## config.mk

```make
export PLATFORM = sky130hd
export DESIGN_NAME = wdt_feedseq
export DESIGN_NICKNAME = d
export VERILOG_FILES = /design/src/rtl/wdt_pkg.sv /design/src/rtl/wdt_prescaler.sv /design/src/rtl/wdt_counter.sv /design/src/rtl/wdt_feed_fsm.sv /design/src/rtl/wdt_feedseq.sv
export SDC_FILE = /design/constraint.sdc
export NUM_CORES = 1
export LEC_CHECK = 0
export BUFFER_PORTS_ARGS = -buffer_cell sky130_fd_sc_hd__buf_2
export CAP_MARGIN = 5
export CELL_PAD_IN_SITES_DETAIL_PLACEMENT = 1
export CELL_PAD_IN_SITES_GLOBAL_PLACEMENT = 1
export CORE_UTILIZATION = 44
export DETAILED_ROUTE_END_ITERATION = 16
export PLACE_DENSITY_LB_ADDON = 0.1
export SLEW_MARGIN = 40
export SYNTH_ARGS = -nofsm -noshare
export SYNTH_HDL_FRONTEND = slang
export SYNTH_HIERARCHICAL = 1
export SYNTH_SLANG_ARGS = --single-unit
```

## constraint.sdc

```tcl
create_clock -name clk -period 4.1 [get_ports clk]
set_input_delay 0 -clock clk [delete_from_list [all_inputs] [get_ports clk]]
set_output_delay 0 -clock clk [all_outputs]
set_load 0.05 [all_outputs]
```

## src/rtl/wdt_pkg.sv

```systemverilog
// Package: shared register addresses, control bit positions and feed-state type.
// Assumes a 2-bit register address space.
package wdt_pkg;
    typedef enum logic [1:0] {
        REG_CTRL   = 2'd0,
        REG_RELOAD = 2'd1,
        REG_FEED   = 2'd2,
        REG_STAT   = 2'd3
    } reg_addr_e;

    localparam int CTRL_EN   = 0;
    localparam int CTRL_MODE = 1;
    localparam int CTRL_TOF  = 2;

    typedef enum logic {
        FS_IDLE  = 1'b0,
        FS_ARMED = 1'b1
    } feed_state_e;
endpackage

```

## src/rtl/wdt_prescaler.sv

```systemverilog
// Module: divides the clock into one-cycle tick pulses, one every DIV cycles of run.
// Assumes: clr restarts the division; the count holds while run is low.
module wdt_prescaler #(
    parameter int DIV = 4
) (
    input  logic clk,
    input  logic rst_n,
    input  logic run,
    input  logic clr,
    output logic tick
);
    localparam int PW = (DIV > 1) ? $clog2(DIV) : 1;

    logic [PW-1:0] div_q;

    assign tick = run && (div_q == PW'(DIV - 1));

    // Purpose: advance the divider phase while running, wrapping at each tick.
    always_ff @(posedge clk) begin
        if (!rst_n || clr) begin
            div_q <= '0;
        end else if (run) begin
            div_q <= tick ? '0 : div_q + 1'b1;
        end
    end

    // the divider phase holds while run is low.
    p_phase_hold_r10: assert property (@(posedge clk) disable iff (!rst_n)
        (!run && !clr) |=> $stable(div_q));
endmodule

```

## src/rtl/wdt_counter.sv

```systemverilog
// Module: down counter with load; flags expiry when a tick finds it at zero.
// Assumes: load has priority over tick; the count parks at zero after expiry.
module wdt_counter #(
    parameter int W    = 24,
    parameter int INIT = 255
) (
    input  logic         clk,
    input  logic         rst_n,
    input  logic         tick,
    input  logic         load,
    input  logic [W-1:0] load_val,
    output logic [W-1:0] cnt,
    output logic         expire
);
    assign expire = tick && !load && (cnt == '0);

    // Purpose: reload on feed, else step down on each tick.
    always_ff @(posedge clk) begin
        if (!rst_n) begin
            cnt <= W'(INIT);
        end else if (load) begin
            cnt <= load_val;
        end else if (tick && cnt != '0) begin
            cnt <= cnt - 1'b1;
        end
    end

    // a tick without a load lowers the count by exactly one.
    p_step_one_r2: assert property (@(posedge clk) disable iff (!rst_n)
        (tick && !load && cnt != '0) |=> (cnt == $past(cnt) - 1'b1));
    // with no tick and no load, the count holds.
    p_hold_no_tick_r10: assert property (@(posedge clk) disable iff (!rst_n)
        (!tick && !load) |=> $stable(cnt));
endmodule

```

## src/rtl/wdt_feed_fsm.sv

```systemverilog
// Module: checks the two-key feed sequence and reports a good feed or a fault.
// Assumes: one register access per cycle; clr abandons an open sequence.
module wdt_feed_fsm
    import wdt_pkg::*;
#(
    parameter logic [7:0] KEY_FIRST  = 8'hAA,
    parameter logic [7:0] KEY_SECOND = 8'h55
) (
    input  logic       clk,
    input  logic       rst_n,
    input  logic       clr,
    input  logic       acc_en,
    input  logic       acc_we,
    input  logic [1:0] acc_addr,
    input  logic [7:0] key,
    output logic       feed_ok,
    output logic       feed_err
);
    feed_state_e state_q, state_d;
    logic        feed_wr;

    assign feed_wr = acc_en && acc_we && (acc_addr == REG_FEED);

    // Purpose: decide the next sequence state and the good/fault outcome.
    always_comb begin
        state_d  = state_q;
        feed_ok  = 1'b0;
        feed_err = 1'b0;
        unique case (state_q)
            FS_IDLE: begin
                if (feed_wr) begin
                    if (key == KEY_FIRST) state_d = FS_ARMED;
                    else                  feed_err = 1'b1;
                end
            end
            FS_ARMED: begin
                if (acc_en) begin
                    state_d = FS_IDLE;
                    if (feed_wr && key == KEY_SECOND) feed_ok  = 1'b1;
                    else                              feed_err = 1'b1;
                end
            end
            default: state_d = FS_IDLE;
        endcase
    end

    // Purpose: hold the sequence state.
    always_ff @(posedge clk) begin
        if (!rst_n || clr) state_q <= FS_IDLE;
        else               state_q <= state_d;
    end

    // a good feed is always directly preceded by a first-key write.
    p_ok_after_key_r3: assert property (@(posedge clk) disable iff (!rst_n)
        feed_ok |-> $past(acc_en && acc_we && acc_addr == REG_FEED && key == KEY_FIRST));
endmodule

```

## src/rtl/wdt_feedseq.sv

```systemverilog
// Module: top of the watchdog. Holds the control, reload and reset-cause
// registers, and joins the prescaler, the countdown and the feed checker.
// Assumes: por_n resets everything; rst_n resets all but the reset-cause flag.
module wdt_feedseq
    import wdt_pkg::*;
#(
    parameter int         CNT_W      = 24,
    parameter int         PRE_DIV    = 4,
    parameter int         MIN_RELOAD = 255,
    parameter int         DATA_W     = 32,
    parameter logic [7:0] KEY_FIRST  = 8'hAA,
    parameter logic [7:0] KEY_SECOND = 8'h55
) (
    input  logic              clk,
    input  logic              por_n,
    input  logic              rst_n,
    input  logic              acc_en,
    input  logic              acc_we,
    input  logic [1:0]        acc_addr,
    input  logic [DATA_W-1:0] acc_wdata,
    output logic [DATA_W-1:0] acc_rdata,
    input  logic              dbg_halt,
    output logic              rst_req,
    output logic              irq
);
    localparam logic [CNT_W-1:0] RELOAD_FLOOR = CNT_W'(MIN_RELOAD);

    logic             rst_all_n;
    logic             en_q, mode_q, tof_q, cause_q;
    logic [CNT_W-1:0] reload_q;
    logic [CNT_W-1:0] cnt;
    logic             tick, expire, feed_ok, feed_err, fault_evt;
    logic             wr_ctrl, wr_reload, wr_stat;

    assign rst_all_n = rst_n && por_n;
    assign wr_ctrl   = acc_en && acc_we && (acc_addr == REG_CTRL);
    assign wr_reload = acc_en && acc_we && (acc_addr == REG_RELOAD);
    assign wr_stat   = acc_en && acc_we && (acc_addr == REG_STAT);
    assign fault_evt = en_q && (expire || feed_err);

    wdt_prescaler #(.DIV(PRE_DIV)) u_pre (
        .clk   (clk),
        .rst_n (rst_all_n),
        .run   (en_q && !dbg_halt),
        .clr   (feed_ok),
        .tick  (tick)
    );

    wdt_counter #(.W(CNT_W), .INIT(MIN_RELOAD)) u_cnt (
        .clk      (clk),
        .rst_n    (rst_all_n),
        .tick     (tick),
        .load     (feed_ok),
        .load_val (reload_q),
        .cnt      (cnt),
        .expire   (expire)
    );

    wdt_feed_fsm #(.KEY_FIRST(KEY_FIRST), .KEY_SECOND(KEY_SECOND)) u_feed (
        .clk      (clk),
        .rst_n    (rst_all_n),
        .clr      (fault_evt),
        .acc_en   (acc_en),
        .acc_we   (acc_we),
        .acc_addr (acc_addr),
        .key      (acc_wdata[7:0]),
        .feed_ok  (feed_ok),
        .feed_err (feed_err)
    );

    // Purpose: set-only enable, cleared by a fault event or reset.
    always_ff @(posedge clk) begin
        if (!rst_all_n)                     en_q <= 1'b0;
        else if (fault_evt)                 en_q <= 1'b0;
        else if (wr_ctrl && acc_wdata[CTRL_EN]) en_q <= 1'b1;
    end

    // Purpose: response-mode bit, writable only while the watchdog is off.
    always_ff @(posedge clk) begin
        if (!rst_all_n)           mode_q <= 1'b0;
        else if (wr_ctrl && !en_q) mode_q <= acc_wdata[CTRL_MODE];
    end

    // Purpose: timeout flag, set by a fault event, cleared by writing one.
    always_ff @(posedge clk) begin
        if (!rst_all_n)                          tof_q <= 1'b0;
        else if (fault_evt)                      tof_q <= 1'b1;
        else if (wr_ctrl && acc_wdata[CTRL_TOF]) tof_q <= 1'b0;
    end

    // Purpose: reset request, held until a system reset arrives.
    always_ff @(posedge clk) begin
        if (!rst_all_n)              rst_req <= 1'b0;
        else if (fault_evt && mode_q) rst_req <= 1'b1;
    end

    // Purpose: reload register with a lower floor.
    always_ff @(posedge clk) begin
        if (!rst_all_n) begin
            reload_q <= RELOAD_FLOOR;
        end else if (wr_reload) begin
            reload_q <= (acc_wdata[CNT_W-1:0] < RELOAD_FLOOR) ? RELOAD_FLOOR
                                                               : acc_wdata[CNT_W-1:0];
        end
    end

    // Purpose: reset-cause flag in the power-on domain only.
    always_ff @(posedge clk) begin
        if (!por_n)                       cause_q <= 1'b0;
        else if (fault_evt && mode_q)     cause_q <= 1'b1;
        else if (wr_stat && acc_wdata[0]) cause_q <= 1'b0;
    end

    assign irq = tof_q && !mode_q;

    // Purpose: read mux, driving zero outside read accesses.
    always_comb begin
        acc_rdata = '0;
        if (acc_en && !acc_we) begin
            unique case (reg_addr_e'(acc_addr))
                REG_CTRL:   acc_rdata = DATA_W'({tof_q, mode_q, en_q});
                REG_RELOAD: acc_rdata = DATA_W'(reload_q);
                REG_FEED:   acc_rdata = DATA_W'(cnt);
                REG_STAT:   acc_rdata = DATA_W'(cause_q);
                default:    acc_rdata = '0;
            endcase
        end
    end

    // enable stays set unless a fault event occurs.
    p_en_hold_r8: assert property (@(posedge clk) disable iff (!rst_all_n)
        (en_q && !fault_evt) |=> en_q);
    // mode cannot change while enabled.
    p_mode_lock_r8: assert property (@(posedge clk) disable iff (!rst_all_n)
        en_q |=> $stable(mode_q));
    // the reset request holds until reset.
    p_req_hold_r5: assert property (@(posedge clk) disable iff (!rst_all_n)
        rst_req |=> rst_req);
    // a raised reset request is accompanied by the reset-cause flag.
    p_cause_set_r9: assert property (@(posedge clk) disable iff (!rst_all_n)
        $rose(rst_req) |-> cause_q);
    // the stored reload never falls below the floor.
    p_reload_floor_r4: assert property (@(posedge clk) disable iff (!rst_all_n)
        reload_q >= RELOAD_FLOOR);
    // irq and the reset request are never raised together.
    p_one_response_r6: assert property (@(posedge clk) disable iff (!rst_all_n)
        !(irq && rst_req));
endmodule

```

==> impl_metrics.yaml, run 1 <==
power_and_ir_drop:
  fin_total_pwr_mw: 1.09
  irDropWorstVdd_v: 0.000142
  power_density_nw_per_um2: 276
  p_leak_nw: 1.43
cts:
  cts_sinks: 56
  post_cts_resize_count: 0
  clockBufferDepth: 2
  clkSlewWorstSetupHoldPaths_ns: 0.10
  cts_tree: "built"
  cts_htree_levels: 2
  clk_latency_ns: 0.32
  cts_buffers: 5
  cts_root_buf: "clkbuf_8"
timing:
  fin_setup_tns_ns: 0
  slew_headroom: 0.455
  final_max_slew_viol_count: 0
  fmax_mhz: 371
  min_period_ns: 2.70
  skew_ns: 0.00791
  worst_slew_pin_slew_ns: 0.811
  period_share: 0.658
  setup_viol: 0
  finalHoldViolations: 0
  rsz0062_at_grt: "no"
grt:
  track_usage: 0.265
  grt_use_met1: 0.374
  grt_overflow: 0
  antenna_found_initial: 0
  use_met2: 0.429
  grt_pass1_wl_mm: 17.5
  grt_start_max_net_pins: 41
  use_met3: 0.0303
  busiest_layer: "met2"
  grt_pass1_vias: 3313
job:
  cap_viol_max_count: 0
worst_setup_path:
  slowest_stage: "nor4_4"
  crit_arrival_ns: 2.92
  crit_chain: "or4_4 > nor4_4 > nand2_1 > nor3_1 > o21a_1 > and3b_1"
  path_buf_inv: 0
  max_stage_delay_ns: 0.75
  crit_path_start_kind: "register"
  cp_max_fo: 13
  required_ns: 4.32
  cpLargestDelayFamily: "simple AND/OR/NAND/NOR gates"
  critical_path_class: "reg -> reg"
  critPathCaptureType: "register"
finish:
  num-fill-cells: 936
  drive_gt1_frac: 0.219
  postLayoutCellArea_um2: 3960
  diodes: 0
  nNetsFinal: 512
  syn_to_final_growth_pct: 14.9
placed_design:
  portBuffers: 57
  hpwl_mm: 6.94
  dpl_cell_area_um2: 3630
  finalWeightedCongestion: 0.740
route:
  drc: 0
  dr.first_iter.drc_count: 232
  ant_nets: 0
  dr.pass1.iters: 4
  finalWirelength_mm: 10.6
  post_drt_wl_per_cell_um: 18.6
  via_per_inst: 5.99
  num_vias: 3411
synthesis:
  yosysSeqAreaShare: 0.325
  synth_top_family_by_area: "simple AND/OR/NAND/NOR gates"
  ys.flop_type: "dfxtp_1"
  syn_area_per_cell_um2: 8.36
  synth-edff-count: 0
  syn_area_um2: 3440
  yosys.area_share.simple: 0.279
  synthMuxAreaShare: 0.0240
  netlist-cell-type-count: 72
  synthArstFlopShare: 0
  synth_fa_ha_area_frac: 0.0109
  synthCells: 412
  postSynthRegisterBits: 56
  synth-compound-area-share: 0.254
  synth_warnings: 6
  synth_xor_area_frac: 0.0178
die:
  die_area_um2: 8190
  io_pins: 74
  rows: 31
  dieHeight_um: 90.5
  die_w_um: 90.5
  core_um2: 7410
  initial_utilization: 0.465
worst_hold_path:
  holdCritPathClass: "in -> reg"
run_status:
  status: "finished, final reports clean"
-- final timing paths --
path | start | end | slack, ns | cells past startpoint
max | u_cnt/cnt[4] | u_feed/state_q | 1.40 | 6
min | acc_wdata[3] | reload_q[3] | 0.01 | 3
max reg2reg | u_cnt/cnt[4] | u_feed/state_q | 1.40 | 6
min reg2reg | reload_q[23] | reload_q[23] | 0.49 | 2
-- cell usage after synthesis, types with 5 or more instances --
| library cell | count | share of area |
|---|---|---|
| dfxtp_1 | 56 | 0.33 |
| nand2_1 | 47 | 0.051 |
| nor2_1 | 37 | 0.040 |
| a21oi_1 | 24 | 0.035 |
| a22oi_1 | 21 | 0.046 |
| o21ai_0 | 20 | 0.029 |
| nor3_1 | 13 | 0.019 |
| a21oi_2 | 11 | 0.028 |
| a31oi_1 | 10 | 0.018 |
| buf_4 | 10 | 0.022 |
| clkbuf_1 | 10 | 0.011 |
| inv_1 | 10 | 0.011 |
| a2bb2oi_1 | 9 | 0.023 |
| buf_2 | 8 | 0.012 |
| nor4_1 | 8 | 0.015 |
| nand3_1 | 7 | 0.010 |
| xnor2_1 | 7 | 0.018 |
| a211oi_1 | 6 | 0.013 |
| mux2i_1 | 6 | 0.017 |
| nand2b_1 | 5 | 0.0091 |
| or4_1 | 5 | 0.011 |
-- worst min-delay path, stage by stage --
cell and delay, ns:
buf_2 0.10, nor3_1 0.06, a2bb2oi_1 0.13
-- kinds of logic after synthesis --
family	count (synthesis)
flops	56
compound gates	125
fa+ha+maj	3
mux	7
other cells	1
simple gates	168
buf+inv	45
xor+xnor	7
-- flip-flops by register name, summed over array words and instances, names as in the netlist --
signal	cells
rst_req	1
u_pre/div_q	2
u_cnt/cnt	24
reload_q	24
mode_q	1
tof_q	1
u_feed/state_q	1
cause_q	1
en_q	1
-- placed cells by master, fill, tap and decap left out, drive strengths merged, types with 7 or more instances in the layout --
cell type,Yosys,final
buf,23,58
dfxtp,56,56
nand2,49,49
nor2,37,37
a21oi,35,35
a22oi,21,21
o21ai,20,20
dlygate4sd3,0,20
nor3,16,16
a31oi,10,10
a2bb2oi,10,10
inv,10,10
nor4,9,9
conb,1,8
or4,8,8
nand3,7,7
clkbuf,11,7
xnor2,7,7
-- layer usage --
layer,up-vias,wire length (um)
li1,1632,-
met5,-,0
met3,13,360
met2,76,5080
met1,1690,4970
met4,0,151
-- final cells by class --
type | count | area [um2] | share of cell area
Timing Repair Buffer | 78 | 493 | 0.125
Clock buffer | 7 | 96.3 | 0.0243
Sequential cell | 56 | 1120 | 0.283
Tap cell | 99 | 124 | 0.0313
Clock inverter | 1 | 30.0 | 0.00759
Multi-Input combinational cell | 318 | 2060 | 0.520
Inverter | 10 | 37.5 | 0.00948
-- repair_timing --
action,CTS,global route
hold endpoints to repair,20,0
setup buffers,0,0
hold buffers,20,0
-- stage by stage --
| stage | hold slack [ns] | worst slack (ns) | util | std cells |
|---|---|---|---|---|
| 2_1_floorplan | 0.127 | 1.94 | - | 419 |
| 4_1_cts | 0.000503 | 1.45 | 0.534 | 569 |
| 6_report | 0.00994 | 1.40 | 0.534 | 569 |
| 3_5_place_dp | 0.265 | 1.48 | 0.489 | 541 |
| 5_1_grt | 0.00297 | 1.21 | 0.534 | 569 |
| 3_3_place_gp | 0.260 | 1.51 | 0.489 | 541 |
-- power breakdown --
group	internal, mW	leakage, nW	switching, mW
clock	0.216	0.0645	0.194
combinational	0.0457	0.915	0.0876
sequential	0.546	0.452	0.00239
total	0.808	1.43	0.284
(Power assumes the default switching activity.)
==> run 2, diff against run 1 <==
- CORE_UTILIZATION: 44 -> 40
- clock period: 4.1 -> 2.5 ns (I/O delays scaled with it)
==> run 2 against run 1 <==
  * Largest cell class unchanged
  * Worst hold slack improved by 0.00098 ns
  * Critical path depth unchanged
  * Sequential share of layout area decreased by 0.60 points
  * Non-clock buffer count increased by 14
  * Via count increased by 0.21%
  * Flip-flop and latch count unchanged
  * Register-to-register slack got worse by 1.2 ns
  * Power increased by 52%
  * Wire length decreased by 0.10%
  * Clock power increased by 33%
  * Utilization decreased by 4.5 points
==> impl_metrics.yaml, run 2 (same netlist as run 1, synthesis figures left out) <==
placed_design:
  finalWeightedCongestion: 0.791
  hpwl_mm: 7.31
  portBuffers: 57
cts:
  clockBufferDepth: 2
  post_cts_resize_count: 0
  cts_setup_buffers: 0
  cts_buffers: 5
  clk_latency_ns: 0.33
  cts_root_buf: "clkbuf_8"
  clkSlewWorstSetupHoldPaths_ns: 0.11
  cts_htree_levels: 2
  ctsHoldBuffers: 19
  cts_sinks: 56
  cts_tree: "built"
power_and_ir_drop:
  p_leak_nw: 1.49
  fin_total_pwr_mw: 1.66
  irDropWorstVdd_v: 0.000216
  power_density_nw_per_um2: 412
worst_setup_path:
  critical_path_class: "reg -> reg"
  crit_chain: "or4_1 > and4bb_4 > nand2_1 > nor3_1 > o21a_1 > and3b_1"
  cp_max_fo: 11
  slowest_stage: "or4_1"
  crit_arrival_ns: 2.50
  crit_path_start_kind: "register"
  max_stage_delay_ns: 0.55
  critPathCaptureType: "register"
  required_ns: 2.73
run_status:
  status: "finished, final reports clean"
finish:
  final_common_cell: "buf_2"
  num-fill-cells: 1062
  reg.largest.list: "reload_q (24), u_cnt/cnt (24), u_pre/div_q (2)"
  nNetsFinal: 526
  final_cell_mix: "57 x buf_2, 56 x dfxtp_1, 47 x nand2_1"
  syn_to_final_growth_pct: 17.4
  diodes: 0
  drive_gt1_frac: 0.238
die:
  io_pins: 74
  rows: 33
  die_w_um: 94.8
  dieHeight_um: 94.8
  initial_utilization: 0.417
  die_area_um2: 8990
  core_um2: 8260
route:
  via_per_inst: 5.80
  num_vias: 3418
  finalWirelength_mm: 10.5
  drc: 0
  dr.pass1.iters: 4
  dr.first_iter.drc_count: 159
  post_drt_wl_per_cell_um: 17.9
  ant_nets: 0
worst_hold_path:
  holdCritPathClass: "in -> reg"
timing:
  skew_ns: 0.0153
  finalHoldViolations: 0
  fmax_mhz: 439
  slew_headroom: 0.580
  period_share: 0.911
  worst_slew_pin_slew_ns: 0.628
  fin_setup_tns_ns: 0
  final_max_slew_viol_count: 0
  min_period_ns: 2.28
  rsz0062_at_grt: "no"
  setup_viol: 0
grt:
  grt_start_max_net_pins: 39
  grt_pass1_wl_mm: 17.2
  track_usage: 0.247
  grt_pass1_vias: 3402
  antenna_found_initial: 0
  grt_overflow: 0
job:
  cap_viol_max_count: 0
## run 2: cell types whose count changed in the layout (fill, tap and decap cells not counted)
| cell | change |
|---|---|
| buf_4 | +14 |
| inv_2 | -2 |
| bufinv_16 | -1 |
| nor4_1 | +1 |
| inv_1 | +2 |
| inv_8 | +1 |
| buf_12 | +1 |
| clkbuf_8 | -2 |
| clkinv_4 | +1 |
| clkinvlp_4 | +1 |
| nor4_2 | -1 |
| dlygate4sd3_1 | -1 |
## run 2: layer usage
metal / track usage / routed length [um] / vias up
li1: - / - / 1650
met1: 0.332 / 5090 / 1667
met5: 0 / 0 / -
met4: 0.0694 / 172 / 0
met3: 0.0242 / 353 / 16
met2: 0.416 / 4930 / 85
## run 2: worst paths after layout
path	from	end	slack, ns	depth (start not counted)
worst min-delay path	acc_wdata[6]	reload_q[6]	0.01	3
worst min register to register	rst_req	rst_req	0.50	2
worst max-delay path	u_cnt/cnt[16]	u_feed/state_q	0.22	6
worst max register to register	u_cnt/cnt[16]	u_feed/state_q	0.22	6
## run 2: layout make-up
class / instances / area, um2 / share of cell area
sequential: 56 / 1120 / 0.277
timing repair buffer: 92 / 608 / 0.150
multi-input combinational: 318 / 2050 / 0.507
clock buffer: 5 / 68.8 / 0.0170
inverter: 10 / 37.5 / 0.00928
clock inverter: 3 / 27.5 / 0.00680
tap: 105 / 131 / 0.0325
## run 2: critical path, delay by kind of cell (launching register included)
family	cells	cell delay, ns
AOI/OAI and AO/OA	1	0.25
DFF	1	0.39
and+or+nand+nor	5	1.55
## run 2: power breakdown
group	internal (mW)	total, mW	switching [mW]
Clock	0.207	0.547	0.340
Combinational	0.0759	0.219	0.143
Sequential	0.895	0.899	0.00396
## run 2: through the flow
stage	cells	setup slack, ns	area (um2)	hold slack [ns]	utilization
2_1_floorplan	419	0.343	3470	0.127	-
3_3_place_gp	562	0.268	3760	0.260	0.455
3_5_place_dp	562	0.246	3760	0.262	0.455
4_1_cts	589	0.220	4050	0.00769	0.490
5_1_grt	589	0.0461	4050	0.0372	0.490
6_report	589	0.222	4050	0.0109	0.490
==> run 3, diff against run 2 <==
- REMOVE_ABC_BUFFERS: not set -> 1
==> run 3 against run 2 <==
  * Power grew 0.12%
  * Sequential share of layout area decreased by 0.31 points
  * Critical path depth unchanged
  * Wire length is 0.80% lower
  * Fmax down 2.5%
  * Utilization rose by 0.56 points
  * Largest power group unchanged
  * Worst hold slack lost 0.0080 ns
  * Combinational power hardly changed
  * Register-to-register slack worse by 0.06 ns
  * Non-clock buffer count increased by 6
  * Clock power about the same
  * Largest cell class unchanged
  * Setup slack got worse by 0.058 ns
==> impl_metrics.yaml, run 3 (same netlist as run 1, synthesis figures left out) <==
route:
  met3_length_um: 393
  finalWirelength_mm: 10.5
  dr_wl_met2_mm: 4.81
  dr.first_iter.drc_count: 147
  via_per_inst: 5.73
  num_vias: 3407
  topRoutingLayerUsed: "met4"
  dr.pass1.iters: 4
  ant_nets: 0
  wl_met1_mm: 5.20
  post_drt_wl_per_cell_um: 17.6
  drc: 0
cts:
  clkSlewWorstSetupHoldPaths_ns: 0.11
  cts_buffers: 5
  clockBufferDepth: 2
  post_cts_resize_count: 0
  cts_root_buf: "clkbuf_8"
  cts_htree_levels: 2
  cts_tree: "built"
  cts_sinks: 56
  clk_latency_ns: 0.32
finish:
  num-fill-cells: 1029
  final_core_util: 0.495
  nNetsFinal: 532
  drive_gt1_frac: 0.245
  final_common_cell: "buf_2"
  syn_to_final_growth_pct: 18.8
  reg.largest.list: "reload_q (24), u_cnt/cnt (24), u_pre/div_q (2)"
  multiInputGateArea_um2: 2050
  final_cell_mix: "57 x buf_2, 56 x dfxtp_1, 47 x nand2_1"
  regArea_um2: 1120
  diodes: 0
placed_design:
  hpwl_mm: 7.37
  pre_cts_slack_ns: 0.195
  portBuffers: 57
  finalWeightedCongestion: 0.859
grt:
  grt_pass1_wl_mm: 17.1
  antenna_found_initial: 0
  grt_overflow: 0
  track_usage: 0.246
  grt_pass1_vias: 3385
  grt_start_max_net_pins: 37
worst_setup_path:
  crit_arrival_ns: 2.55
  slowest_stage: "or4_4"
  cpLargestDelayFamily: "simple AND/OR/NAND/NOR gates"
  path_buf_inv: 1
  crit_chain: "or4_4 > nor4_4 > buf_4 > a21o_4 > nor2_1 > o311a_1"
  required_ns: 2.72
  cp_max_fo: 16
  max_stage_delay_ns: 0.59
  crit_path_start_kind: "register"
  critPathCaptureType: "register"
  critical_path_class: "reg -> reg"
timing:
  setup_ws_ns: 0.164
  fin_setup_tns_ns: 0
  finalHoldViolations: 0
  setup_viol: 0
  period_share: 0.934
  skew_ns: 0.00871
  fmax_mhz: 428
  worst_slew_pin_slew_ns: 0.646
  rsz0062_at_grt: "no"
  min_period_ns: 2.34
  slew_headroom: 0.558
  final_max_slew_viol_count: 0
power_and_ir_drop:
  p_leak_nw: 1.52
  irDropWorstVdd_v: 0.000271
  power_density_nw_per_um2: 407
die:
  initial_utilization: 0.417
  die_w_um: 94.8
  die_area_um2: 8990
  dieHeight_um: 94.8
  io_pins: 74
  rows: 33
  core_um2: 8260
run_status:
  status: "finished, final reports clean"
job:
  cap_viol_max_count: 0
worst_hold_path:
  holdCritPathClass: "in -> reg"
run 3: final cells by class:
class / count / area share
Multi-Input combinational cell: 318 / 0.501
Clock buffer: 5 / 0.0168
Sequential cell: 56 / 0.274
Timing Repair Buffer: 98 / 0.160
Clock inverter: 3 / 0.00642
Inverter: 10 / 0.00917
Tap cell: 105 / 0.0321
run 3: repair_timing:
item / in CTS / in global routing
setup endpoints to repair: 0 / 0
hold endpoints to repair: 19 / 1
hold buffers: 19 / 1
setup buffers: 0 / 0
run 3: power breakdown:
| part | internal (mW) | leakage, nW | total (mW) | switching (mW) |
|---|---|---|---|---|
| clock | 0.208 | 0.0491 | 0.549 | 0.341 |
| combinational | 0.0768 | 1.02 | 0.219 | 0.142 |
| sequential | 0.895 | 0.452 | 0.899 | 0.00381 |
run 3: through the flow:
| step | hold WS (ns) | power [mW] | std cells | cell area (um2) |
|---|---|---|---|---|
| after floorplan | 0.127 | 1.04 | 384 | 3210 |
| after global placement | 0.256 | 1.11 | 567 | 3790 |
| after detailed placement | 0.260 | 1.11 | 567 | 3800 |
| after CTS | 0.000979 | 1.67 | 594 | 4080 |
| after global routing | 0.0301 | 1.73 | 595 | 4090 |
| final | 0.00292 | 1.67 | 595 | 4090 |
run 3: worst paths after layout:
path	start	to	slack [ns]	cells after the start
max	u_cnt/cnt[5]	u_cnt/cnt[15]	0.16	6
min	acc_wdata[3]	reload_q[3]	0.003	3
max reg2reg	u_cnt/cnt[5]	u_cnt/cnt[15]	0.16	6
min reg2reg	reload_q[13]	reload_q[13]	0.48	2
run 3: worst min-delay path: cells and delay by family:
family                 cells  cell delay, ns
AOI/OAI and AO/OA          1            0.13
buffers and inverters      1            0.10
and+or+nand+nor            1            0.05
run 3: routing by layer:
metal,vias up,global-route usage
li1,1667,-
met1,1653,0.348
met2,81,0.403
met3,6,0.0306
met4,0,0.0429
met5,-,0
